[src/rtl/sqrt_csel_adder.sv]
module sqrt_csel_adder (
  input  logic [31:0] a_in,
  input  logic [31:0] b_in,
  input  logic        cin,
  output logic [31:0] sum_o,
  output logic        cout
);
  localparam int WIDTH = 32;
  localparam int NSEG  = 6;
  localparam int BASEW = 4;

  function automatic int seg_lo(input int k);
    int lo;
    lo = 0;
    for (int j = 0; j < k; j++) lo += BASEW + j;
    return lo;
  endfunction

  function automatic int seg_w(input int k);
    return (k < NSEG - 1) ? BASEW + k : WIDTH - seg_lo(k);
  endfunction

  logic [NSEG:0] selc;
  assign selc[0] = cin;

  for (genvar k = 0; k < NSEG; k++) begin : g_seg
    localparam int LO = seg_lo(k);
    localparam int W  = seg_w(k);
    logic [W-1:0] sa, sb;
    assign sa = a_in[LO +: W];
    assign sb = b_in[LO +: W];

    if (k == 0) begin : g_low
      logic [W:0]   c;
      logic [W-1:0] s;
      assign c[0] = selc[0];
      for (genvar i = 0; i < W; i++) begin : g_bit
        assign s[i]   = sa[i] ^ sb[i] ^ c[i];
        assign c[i+1] = (sa[i] & sb[i]) | (c[i] & (sa[i] ^ sb[i]));
      end
      assign sum_o[LO +: W] = s;
      assign selc[k+1]      = c[W];
    end else begin : g_sel
      logic [W:0]   c0, c1;
      logic [W-1:0] s0, s1;
      assign c0[0] = 1'b0;
      assign c1[0] = 1'b1;
      for (genvar i = 0; i < W; i++) begin : g_bit
        assign s0[i]   = sa[i] ^ sb[i] ^ c0[i];
        assign c0[i+1] = (sa[i] & sb[i]) | (c0[i] & (sa[i] ^ sb[i]));
        assign s1[i]   = sa[i] ^ sb[i] ^ c1[i];
        assign c1[i+1] = (sa[i] & sb[i]) | (c1[i] & (sa[i] ^ sb[i]));
      end
      assign sum_o[LO +: W] = selc[k] ? s1 : s0;
      assign selc[k+1]      = selc[k] ? c1[W] : c0[W];

      always_comb begin
        a_r5_cand_step: assert ({c1[W], s1} == ({c0[W], s0} + 1'b1))
          else $error("R5 candidate mismatch in segment %0d", k);
        a_r5_carry_order: assert (c1[W] | ~c0[W])
          else $error("R5 carry order in segment %0d", k);
      end
    end
  end

  assign cout = selc[NSEG];

  always_comb begin
    a_r1_r2_total: assert ({cout, sum_o} == ({1'b0, a_in} + {1'b0, b_in} + {32'd0, cin}))
      else $error("R1/R2 result mismatch");
    a_r6_low_cin: assert (sum_o[0] == (a_in[0] ^ b_in[0] ^ cin))
      else $error("R6 bit0 mismatch");
  end
endmodule

[config.mk]
export PLATFORM = sky130hd
export DESIGN_NAME = sqrt_csel_adder
export DESIGN_NICKNAME = d
export VERILOG_FILES = /design/src/rtl/sqrt_csel_adder.sv
export SDC_FILE = /design/constraint.sdc
export NUM_CORES = 1
export LEC_CHECK = 0
export BUFFER_PORTS_ARGS = -buffer_cell sky130_fd_sc_hd__buf_2
export CAP_MARGIN = 0
export CELL_PAD_IN_SITES_DETAIL_PLACEMENT = 1
export CELL_PAD_IN_SITES_GLOBAL_PLACEMENT = 1
export CORE_ASPECT_RATIO = 1.25
export CORE_MARGIN = 4
export CORE_UTILIZATION = 26
export DETAILED_ROUTE_END_ITERATION = 10
export PLACE_DENSITY_LB_ADDON = 0.3
export SLEW_MARGIN = 15
export SYNTH_ARGS = -nofsm -noshare
export SYNTH_HDL_FRONTEND = slang
export SYNTH_SLANG_ARGS = --single-unit
[constraint.sdc]
create_clock -name vclk -period 63.7
set_input_delay 15.925 -clock vclk [all_inputs]
set_output_delay 15.925 -clock vclk [all_outputs]
set_load 0.02 [all_outputs]
# --- After elaboration in Yosys (flattened, before gate mapping) ---
# Cells that the tools add are included.
word_totals:
  reg_bits: 0
  in_bits: 65
  out_inout_bits: 33
  elab_cells: 234
op_classes:
  n_mux: 10
  n_bitwise: 224
op_table:
  columns: ["op", "count"]
  rows:
  - ["bitwise AND 1 bit", 82]
  - ["bitwise XOR 1 bit", 82]
  - ["bitwise OR 1 bit", 55]
  - ["2-to-1 mux 8 bit", 1]
  - ["2-to-1 mux 7 bit", 1]
  - ["2-to-1 mux 6 bit", 1]
  - ["2-to-1 mux 1 bit", 5]
  - ["2-to-1 mux 5 bit", 1]
  - ["NOT 1 bit", 5]
  - ["2-to-1 mux 2 bit", 1]

# --- Longest topological paths before layout ---
# Gate-level depths: netlist of run 1.
logic_depth:
  depth_word: 18
  depth_mapped: 42
  mapped_depth_nobuf: 42

# --- Least setup slack after synthesis of run 1 ---
# OpenSTA, ideal clock, no wires.
synth_path:
  path_kind: "in2out"
  startpoint: "in a_in[0]"
  endpoint: "out sum_o[31]"
  t_arrival_ns: 26.499
  required_ns: 47.775
  path_slack_ns: 21.276
  path_stages: 40
  n_path_buf: 0
  cell_sequence: "fa_1 fa_1 fa_1 inv_1 fa_1 o21ai_0 fa_1 fa_1 fa_1 inv_1 fa_1 mux2i_1 fa_1 inv_1 fa_1 fa_1 fa_1 inv_1 [... 4 more ...] fa_1 inv_1 fa_1 fa_1 fa_1 fa_1 nor2_1 a21oi_1 fa_1 fa_1 fa_1 fa_1 fa_1 fa_1 fa_1 o21ai_0 fa_1 inv_1"
synth_via:
  elab_chain_len: 14
  word_cells_on_any_way: 15
  classes_between: "5 x mux; 10 x bitwise"
synth_rtl:
  columns: ["item", "line", "text"]
  rows:
  - ["from (decl)", "2", "input logic [31:0] a_in,"]
  - ["bitwise XOR 1 bit", "39", "assign c[i+1] = (sa[i] & sb[i]) | (c[i] & (sa[i] ^ sb[i]));"]
  - ["bitwise AND 1 bit", "39", null]
  - ["bitwise OR 1 bit *", "39", null]
  - ["bitwise AND 1 bit *", "39", null]
  - ["bitwise OR 1 bit *", "39", null]
  - ["bitwise AND 1 bit *", "39", null]
  - ["bitwise OR 1 bit *", "39", null]
  - ["bitwise AND 1 bit *", "39", null]
  - ["bitwise OR 1 bit *", "39", null]
  - ["2-to-1 mux 1 bit * (4 in series)", "55", "assign selc[k+1] = selc[k] ? c1[W] : c0[W];"]
  - ["2-to-1 mux 2 bit *", "54", "assign sum_o[LO +: W] = selc[k] ? s1 : s0;"]
  - ["to (decl)", "5", "output logic [31:0] sum_o,"]
# Every way passes the cells marked *; elsewhere a longest branch is shown, timed or not.

# --- Worst setup path in the final report of run 1 ---
# Same ends and word-level chain as after synthesis.

==> results of run 1 <==
## worst max-delay path by stage
| stage | start | depth (start not counted) | slack, ns | end |
|---|---|---|---|---|
| after floorplan | a_in[0] | 40 | 21.28 | sum_o[31] |
| after global placement | a_in[0] | 42 | 20.72 | sum_o[31] |
| after detailed placement | a_in[0] | 42 | 20.39 | sum_o[31] |
| after CTS | a_in[0] | 42 | 20.38 | sum_o[31] |
| after global routing | a_in[0] | 42 | 19.93 | sum_o[31] |
| final | a_in[0] | 42 | 20.50 | sum_o[31] |
## through the flow
step | std cells | area [um2]
5_1_grt | 222 | 1430
2_1_floorplan | 87 | 895
3_3_place_gp | 222 | 1430
3_5_place_dp | 222 | 1430
6_report | 222 | 1430
4_1_cts | 222 | 1430
## power by group through the flow
stage / clock [mW] / sequential, mW / combinational (mW)
floorplan: 0 / 0 / 0.0125
global placement: 0 / 0 / 0.0180
detailed placement: 0 / 0 / 0.0189
CTS: 0 / 0 / 0.0190
global route: 0 / 0 / 0.0208
finish: 0 / 0 / 0.0184
## cell type report
cell class / count / area (um2) / area share
inverter: 37 / 139 / 0.0970
tap: 37 / 46.3 / 0.0323
timing repair buffer: 98 / 490 / 0.343
multi-input combinational: 50 / 756 / 0.528
## cells by family after synthesis
kind of cell | count (synthesis) | synth area share
buf+inv | 37 | 0.155
compound gates | 3 | 0.0168
simple gates | 3 | 0.0126
xor+xnor | 5 | 0.0490
mux | 2 | 0.0224
fa+ha+maj | 37 | 0.744
## cells in the final DEF, fill, tap and decap left out
cell type,Yosys,final
sky130_fd_sc_hd__buf_2,0,98
sky130_fd_sc_hd__inv_1,37,37
sky130_fd_sc_hd__fa_1,27,27
sky130_fd_sc_hd__ha_1,10,10
sky130_fd_sc_hd__xnor2_1,3,3
sky130_fd_sc_hd__mux2i_1,2,2
sky130_fd_sc_hd__xor2_1,2,2
sky130_fd_sc_hd__nand2_1,2,2
sky130_fd_sc_hd__o21ai_0,2,2
sky130_fd_sc_hd__nor2_1,1,1
sky130_fd_sc_hd__a21oi_1,1,1
## routing by layer
layer	up-vias	routed length, um
met4	0	0
met5	-	0
li1	431	-
met2	74	1480
met1	435	649
met3	0	546
## worst max-delay path, delay by kind of cell
kind	cells	cell delay, ns
AOI/OAI and AO/OA	3	0.39
and+or+nand+nor	1	0.11
muxes	2	0.40
buffers and inverters	9	0.74
adders and majority gates	27	9.68
==> results.env, run 1 <==
WORST-SLEW-PIN-TRANSITION_NS=0.251
CP_MAX_FO=3
POWER.SWITCHING_FRACTION=0.616
HEIGHT_OF_THE_DIE_UM=73.6
WORST_HOLD_PATH.NUM_CELLS=3
FF_LATCH_AREA_UM2=0
DIE_W_UM=60.5
WORSTSETUPPATHTYPE='input port to primary output'
ANT_NETS=0
SYNTH_SEQUENTIAL_AREA_RATIO=0
GLOBALPLACE.CONGESTION=0.738
FILLER_CELL_COUNT=430
POWER.SEQUENTIAL.FRACTION=0
HOLD_PATH_CLASS='input port to primary output'
PLACEMENT_ROWS=23
POST-CTS-SETUP-BUFFER-COUNT=0
AREA_GROWTH_PCT=60.0
FINALSETUPTNS_NS=0
GRT.MET3_USAGE=0.0492
ROUTED_WIRE_LENGTH_PER_INSTANCE_UM=12.0
INTERNAL_POWER_mW=0.00707
HOLD_PATH_END='sum_o[0]'
CTS_RESIZED=0
FLOORPLAN.DIE_AREA_UM2=4450
ANTENNA-DIODE-COUNT=0
FINAL-MAX-SLEW-VIOLATION-COUNT=0
BOUNDARYPINS=98
MAXIMUM_NUMBER_OF_PINS_ON_ONE_NET_BEFORE_GLOBAL_ROUTE_REPAIR=4
DRIVE_GT1_FRAC=0.530
NUMBER_OF_HOLD_BUFFERS_ADDED_AFTER_CTS=0
SYNTH_AREA_PER_CELL_UM2=10.3
CRITICAL_PATH_TOP_DELAY_CELL='sky130_fd_sc_hd__fa_1'
GR-USAGE-MET2=0.268
DETAILED_ROUTE_WL_MM=2.67
YOSYS.AREA.TOP_TYPE='sky130_fd_sc_hd__fa_1'
GRT_PASS1_WL_MM=4.37
SYNTHTOPCELLSBYAREA='sky130_fd_sc_hd__fa_1 60%, sky130_fd_sc_hd__inv_1 16%, sky130_fd_sc_hd__ha_1 14%'
ROUTE.VIAS.TOTAL=940
SHARE_COMB_OF_TOTAL_POWER=1.000
WORSTHOLDSTART='cin'
MAX-CAP-VIOLATIONS=0
FIN_WS_NS=20.50
WHS_NS=32.23
GLOBALROUTETOTALUTIL=0.123
YS_TYPES=10
MAXSLEWHEADROOM=0.828
SYN_AREA_UM2=895
DRC=0
FIRST_PASS_ITERS=2
PLACE.PORT_BUFFERS=98
RESULT_OF_THE_RUN='finished, final reports clean'
MAX-VDD-IR-DROP_uV=6.18
PWR_DENSITY_CELL_nW_PER_UM2=12.9
FIN_CRIT_NS=43.20
AVGVIACOUNTPERCELL=4.23
DESIGN_POWER_TOTAL_mW=0.0184
NFLOPSANDLATCHES=0
REPORT.FINAL.HOLD_VIOL_COUNT=0
ANTENNA_FOUND_INITIAL=0
TIMING.CRITICAL_PATH.REQUIRED_NS=47.78
GR-USAGE-MET1=0.104
CRITICAL_PATH.STARTPOINT_TYPE='input port'
SYNTHCELLS=87
FMAX_MHz=23.2
MAX_STAGE_DELAY_NS=0.44
RSZ0062_AT_GRT='false'
FP.COREAREA_UM2=3250
SYNTH_TOP_CELL_AREA_SHARE=0.604
CLOCK_BUFFERS=0
FINAL-SETUP-VIOL-COUNT=0
START_UTIL=0.275
GRT-OVFL-TOTAL=0
NUMBER_OF_NETS_IN_THE_SYNTHESIZED_NETLIST=189
YOSYS.CELL_COUNT.TOP_TYPE='sky130_fd_sc_hd__inv_1'
CLOCK_POWER_SHARE=0
LAYOUT_WORST_PATH_CYCLE_SHARE=0.678
DETAIL_ROUTE.ITER0.VIOLATIONS=4
POWER.STATIC_LEAKAGE_nW=0.888
CRIT_TOP_CELL='sky130_fd_sc_hd__fa_1'
VIA_COUNT_OF_THE_FIRST_GLOBAL_ROUTING_PASS=1086
LAYOUT_UTILIZATION=0.440
CRIT_PATH_END_KIND='primary output'
TOP_USAGE_LAYER='met2'
CRITPATHARRIVALTIME_NS=27.27
YOSYS_WARNINGS=0
FINISH.NET_COUNT=289
SYNTH.CELLS.MOST_FREQUENT='37 x sky130_fd_sc_hd__inv_1, 27 x sky130_fd_sc_hd__fa_1, 10 x sky130_fd_sc_hd__ha_1, 3 x sky130_fd_sc_hd__xnor2_1'
DETAILEDPLACEMENTHPWL_MM=2.72
PRE_CTS_SLACK_NS=20.39
SWITCHINGPOWER_mW=0.0113
(Power assumes the default switching activity.)
==> run 2, diff against run 1 <==
--- a/config.mk
+++ b/config.mk
@@ -11,7 +11,7 @@
 export CELL_PAD_IN_SITES_GLOBAL_PLACEMENT = 1
 export CORE_ASPECT_RATIO = 1.25
 export CORE_MARGIN = 4
-export CORE_UTILIZATION = 26
+export CORE_UTILIZATION = 22
 export DETAILED_ROUTE_END_ITERATION = 10
 export PLACE_DENSITY_LB_ADDON = 0.3
 export SLEW_MARGIN = 15
==> constraint.sdc (replaced) <==
create_clock -name vclk -period 37.6
set_input_delay 9.4 -clock vclk [all_inputs]
set_output_delay 9.4 -clock vclk [all_outputs]
set_load 0.02 [all_outputs]
==> run 2 against run 1 <==
Routed wire length grew 5.3%. Critical path depth is the same. Non-clock buffer count is the same. Critical path type unchanged. Worst hold slack lost 13 ns. Total power grew 70%. Sequential share of layout area is the same. Count of clock-buffer cells in the layout is the same.
==> results.env, run 2 (synthesized netlist as in run 1, its figures left out) <==
POWER.SWITCHING_FRACTION=0.616
BOUNDARYPINS=98
PWR_DENSITY_CELL_nW_PER_UM2=21.5
DETAILEDPLACEMENTHPWL_MM=2.83
FINAL-MAX-SLEW-VIOLATION-COUNT=0
CRITICAL_PATH_TOP_DELAY_CELL='sky130_fd_sc_hd__fa_1'
MAX-VDD-IR-DROP_uV=9.58
START_UTIL=0.233
LAYOUT_UTILIZATION=0.378
NUMBER_OF_NON_FILLER_INSTANCES_IN_THE_COMPLETED_LAYOUT=239
FINISH.NET_COUNT=289
ANTENNA-DIODE-COUNT=0
CRIT_PATH_END_KIND='primary output'
PRE_CTS_SLACK_NS=7.46
CLOCK_BUFFERS=0
GLOBALPLACE.CONGESTION=0.784
AREA_GROWTH_PCT=62.4
HEIGHT_OF_THE_DIE_UM=79.3
CRITPATHARRIVALTIME_NS=20.67
CP_MAX_FO=3
DRIVE_GT1_FRAC=0.530
DETAILED_ROUTE_WL_MM=2.81
GRT-OVFL-TOTAL=0
FIN_CRIT_NS=30.07
FMAX_MHz=33.3
TIMING.CRITICAL_PATH.REQUIRED_NS=28.20
REPORT.FINAL.HOLD_VIOL_COUNT=0
WHS_NS=19.18
POWER.SEQUENTIAL.FRACTION=0
MAX_STAGE_DELAY_NS=0.46
DIE_W_UM=65.0
NFLOPSANDLATCHES=0
ROUTED_WIRE_LENGTH_PER_INSTANCE_UM=11.8
WORSTSETUPPATHTYPE='input port to primary output'
NUMBER_OF_HOLD_BUFFERS_ADDED_AFTER_CTS=0
HOLD_PATH_CLASS='input port to primary output'
POST-CTS-SETUP-BUFFER-COUNT=0
AVGVIACOUNTPERCELL=3.91
PLACEMENT_ROWS=25
ANT_NETS=0
PLACEDINSTANCEAREA_UM2=1450
DESIGN_POWER_TOTAL_mW=0.0312
FILLER_CELL_COUNT=501
DETAIL_ROUTE.ITER0.VIOLATIONS=7
LAYOUT_WORST_PATH_CYCLE_SHARE=0.800
FLOORPLAN.DIE_AREA_UM2=5160
RSZ0062_AT_GRT='false'
MAX-CAP-VIOLATIONS=0
FIRST_PASS_ITERS=2
CRITICAL_PATH.STARTPOINT_TYPE='input port'
VIA_COUNT_OF_THE_FIRST_GLOBAL_ROUTING_PASS=1117
GLOBALROUTETOTALUTIL=0.108
CTS_RESIZED=0
DRC=0
FINAL_CELL_MIX='98 x sky130_fd_sc_hd__buf_2, 37 x sky130_fd_sc_hd__inv_1, 27 x sky130_fd_sc_hd__fa_1'
ROUTE.VIAS.TOTAL=934
PLACED_CELLS_INCL_TAPS=239
FINALSETUPTNS_NS=0
GRT_PASS1_WL_MM=4.52
MAXSLEWHEADROOM=0.845
LAYOUT_COMMONEST_CELL='sky130_fd_sc_hd__buf_2'
FP.COREAREA_UM2=3850
FF_LATCH_AREA_UM2=0
MAXIMUM_NUMBER_OF_PINS_ON_ONE_NET_BEFORE_GLOBAL_ROUTE_REPAIR=4
CLOCK_POWER_SHARE=0
POWER.STATIC_LEAKAGE_nW=0.888
FINAL_AREA_UM2=1450
MULTI_INPUT_COMB_AREA_UM2=756
FINAL-SETUP-VIOL-COUNT=0
PLACE.PORT_BUFFERS=98
INTERNAL_POWER_mW=0.0120
CRIT_TOP_CELL='sky130_fd_sc_hd__fa_1'
WORST-SLEW-PIN-TRANSITION_NS=0.230
ANTENNA_FOUND_INITIAL=0
SWITCHINGPOWER_mW=0.0192
SHARE_COMB_OF_TOTAL_POWER=1.000
RESULT_OF_THE_RUN='finished, final reports clean'
FIN_WS_NS=7.53
run 2: cell counts in the layout (fill, tap and decap cells not counted):
Identical to the previous run, type by type.
run 2: final timing paths:
kind | from | end | depth (start not counted)
worst min-delay path | b_in[7] | sum_o[7] | 3
worst max-delay path | a_in[0] | sum_o[31] | 42
run 2: layer usage:
metal | GRT usage | wire [um] | vias to the layer above
met3 | 0.0410 | 439 | 0
li1 | - | - | 431
met2 | 0.219 | 1440 | 73
met5 | 0 | 0 | -
met4 | 0 | 0 | 0
met1 | 0.107 | 938 | 430
run 2: power groups by stage:
stage / clock, mW / combinational (mW) / sequential (mW)
2_1_floorplan: 0 / 0.0212 / 0
3_3_place_gp: 0 / 0.0309 / 0
3_5_place_dp: 0 / 0.0319 / 0
4_1_cts: 0 / 0.0320 / 0
5_1_grt: 0 / 0.0349 / 0
6_report: 0 / 0.0312 / 0
run 2: area by class of cell:
type	instances	area share
inverter	37	0.0956
multi-input combinational	50	0.520
tap	54	0.0465
timing repair buffer	98	0.338
run 2: worst max-delay path, delay by kind of cell:
family,cells,cell delay [ns]
AND/OR/NAND/NOR,1,0.11
adder cells (fa/ha/maj),27,9.70
buffers and inverters,9,0.71
AO/OA/AOI/OAI,3,0.42
multiplexers,2,0.34
==> run 3, diff against run 2 <==
--- a/config.mk
+++ b/config.mk
@@ -11,7 +11,7 @@
 export CELL_PAD_IN_SITES_GLOBAL_PLACEMENT = 1
 export CORE_ASPECT_RATIO = 1.25
 export CORE_MARGIN = 4
-export CORE_UTILIZATION = 22
+export CORE_UTILIZATION = 24
 export DETAILED_ROUTE_END_ITERATION = 10
 export PLACE_DENSITY_LB_ADDON = 0.3
 export SLEW_MARGIN = 15
==> constraint.sdc (replaced) <==
create_clock -name vclk -period 30.9
set_input_delay 7.725 -clock vclk [all_inputs]
set_output_delay 7.725 -clock vclk [all_outputs]
set_load 0.02 [all_outputs]
==> run 3 against run 2 <==
Utilization is 2.7 points higher. Sequential share of layout area stayed put. Critical path depth stayed put. Global-route usage is 0.40 points lower. Count of clock-buffer cells in the layout stayed put. Critical path type unchanged. Largest power group unchanged. Highest routed layer is now met4.
==> results.env, run 3 (synthesized netlist as in run 1, its figures left out) <==
RESULT_OF_THE_RUN='finished, final reports clean'
LAYOUT_UTILIZATION=0.405
FINAL-MAX-SLEW-VIOLATION-COUNT=0
NUMBER_OF_HOLD_BUFFERS_ADDED_AFTER_CTS=0
FMAX_MHz=37.4
FINISH.NET_COUNT=289
DRIVE_GT1_FRAC=0.530
GLOBALROUTETOTALUTIL=0.104
CTS_RESIZED=0
HOLD_PATH_CLASS='input port to primary output'
LAYOUT_WORST_PATH_CYCLE_SHARE=0.865
POWER.STATIC_LEAKAGE_nW=0.888
FINAL_AREA_UM2=1430
TIMING.CRITICAL_PATH.REQUIRED_NS=23.18
PLACEDINSTANCEAREA_UM2=1430
ROUTE.VIAS.TOTAL=933
START_UTIL=0.252
DIE_W_UM=62.6
WORST-SLEW-PIN-TRANSITION_NS=0.213
HEIGHT_OF_THE_DIE_UM=76.3
FIN_CRIT_NS=26.72
PLACEMENT_ROWS=24
MAXIMUM_NUMBER_OF_PINS_ON_ONE_NET_BEFORE_GLOBAL_ROUTE_REPAIR=4
FIN_WS_NS=4.18
PRE_CTS_SLACK_NS=4.10
CP_MAX_FO=3
FIRST_PASS_ITERS=2
ROUTED_WIRE_LENGTH_PER_INSTANCE_UM=11.4
WORST-PATH-BUF-INV=9
DETAILEDPLACEMENTHPWL_MM=2.59
ANTENNA-DIODE-COUNT=0
AVGVIACOUNTPERCELL=4.17
CLOCK_BUFFERS=0
FP.COREAREA_UM2=3540
FINAL_CELL_MIX='98 x sky130_fd_sc_hd__buf_2, 37 x sky130_fd_sc_hd__inv_1, 27 x sky130_fd_sc_hd__fa_1'
VIA_COUNT_OF_THE_FIRST_GLOBAL_ROUTING_PASS=1053
FINALSETUPTNS_NS=0
FF_LATCH_AREA_UM2=0
CRIT_TOP_CELL='sky130_fd_sc_hd__fa_1'
MAX_STAGE_DELAY_NS=0.45
CRITICAL_PATH.STARTPOINT_TYPE='input port'
RSZ0062_AT_GRT='false'
CRIT_FAMILY='adder cells'
ANTENNA_FOUND_INITIAL=0
BOUNDARYPINS=98
DETAILED_ROUTE_WL_MM=2.56
MAX-VDD-IR-DROP_uV=10.1
REPORT.FINAL.HOLD_VIOL_COUNT=0
MAX-CAP-VIOLATIONS=0
CRITPATHARRIVALTIME_NS=18.99
DESIGN_POWER_TOTAL_mW=0.0379
CRITICAL_PATH_TOP_DELAY_CELL='sky130_fd_sc_hd__fa_1'
DETAIL_ROUTE.ITER0.VIOLATIONS=8
FILLER_CELL_COUNT=464
LAYOUT_COMMONEST_CELL='sky130_fd_sc_hd__buf_2'
MAXSLEWHEADROOM=0.856
GLOBALPLACE.CONGESTION=0.690
PWR_DENSITY_CELL_nW_PER_UM2=26.4
WORSTSETUPPATHTYPE='input port to primary output'
CRIT_PATH_END_KIND='primary output'
ANT_NETS=0
AREA_GROWTH_PCT=60.3
FINAL-SETUP-VIOL-COUNT=0
FLOORPLAN.DIE_AREA_UM2=4770
GRT_PASS1_WL_MM=4.20
DRC=0
GRT-OVFL-TOTAL=0
NFLOPSANDLATCHES=0
POST-CTS-SETUP-BUFFER-COUNT=0
PLACE.PORT_BUFFERS=98
[run 3: cell counts in the layout (fill, tap and decap cells not counted)]
Identical to the previous run, type by type.
[run 3: stage by stage]
step                hold slack [ns]  std cells
global route                  15.85        224
detailed placement            15.84        224
CTS                           15.84        224
global placement              15.83        224
finish                        15.83        224
floorplan                     15.70         87
[run 3: final timing paths]
kind,start,to,slack (ns),depth (start not counted)
hold / removal,cin,sum_o[0],15.83,3
setup / recovery,a_in[0],sum_o[31],4.18,42
[run 3: area by class of cell]
cell class                 instances  area [um2]  share of cell area
inverter                          37         139              0.0969
multi-input combinational         50         756               0.527
tap                               39        48.8              0.0340
timing repair buffer              98         490               0.342
[run 3: report_power, final]
group | leakage [nW] | switching [mW] | internal (mW)
Clock | 0 | 0 | 0
Combinational | 0.888 | 0.0232 | 0.0146
Sequential | 0 | 0 | 0
[run 3: per-layer routing]
metal  wire (um)  vias to the layer above  track usage
li1            -                      430            -
met1         658                      435       0.0894
met2        1480                       66        0.221
met3         393                        2       0.0413
met4          27                        0      0.00883
met5           0                        -            0
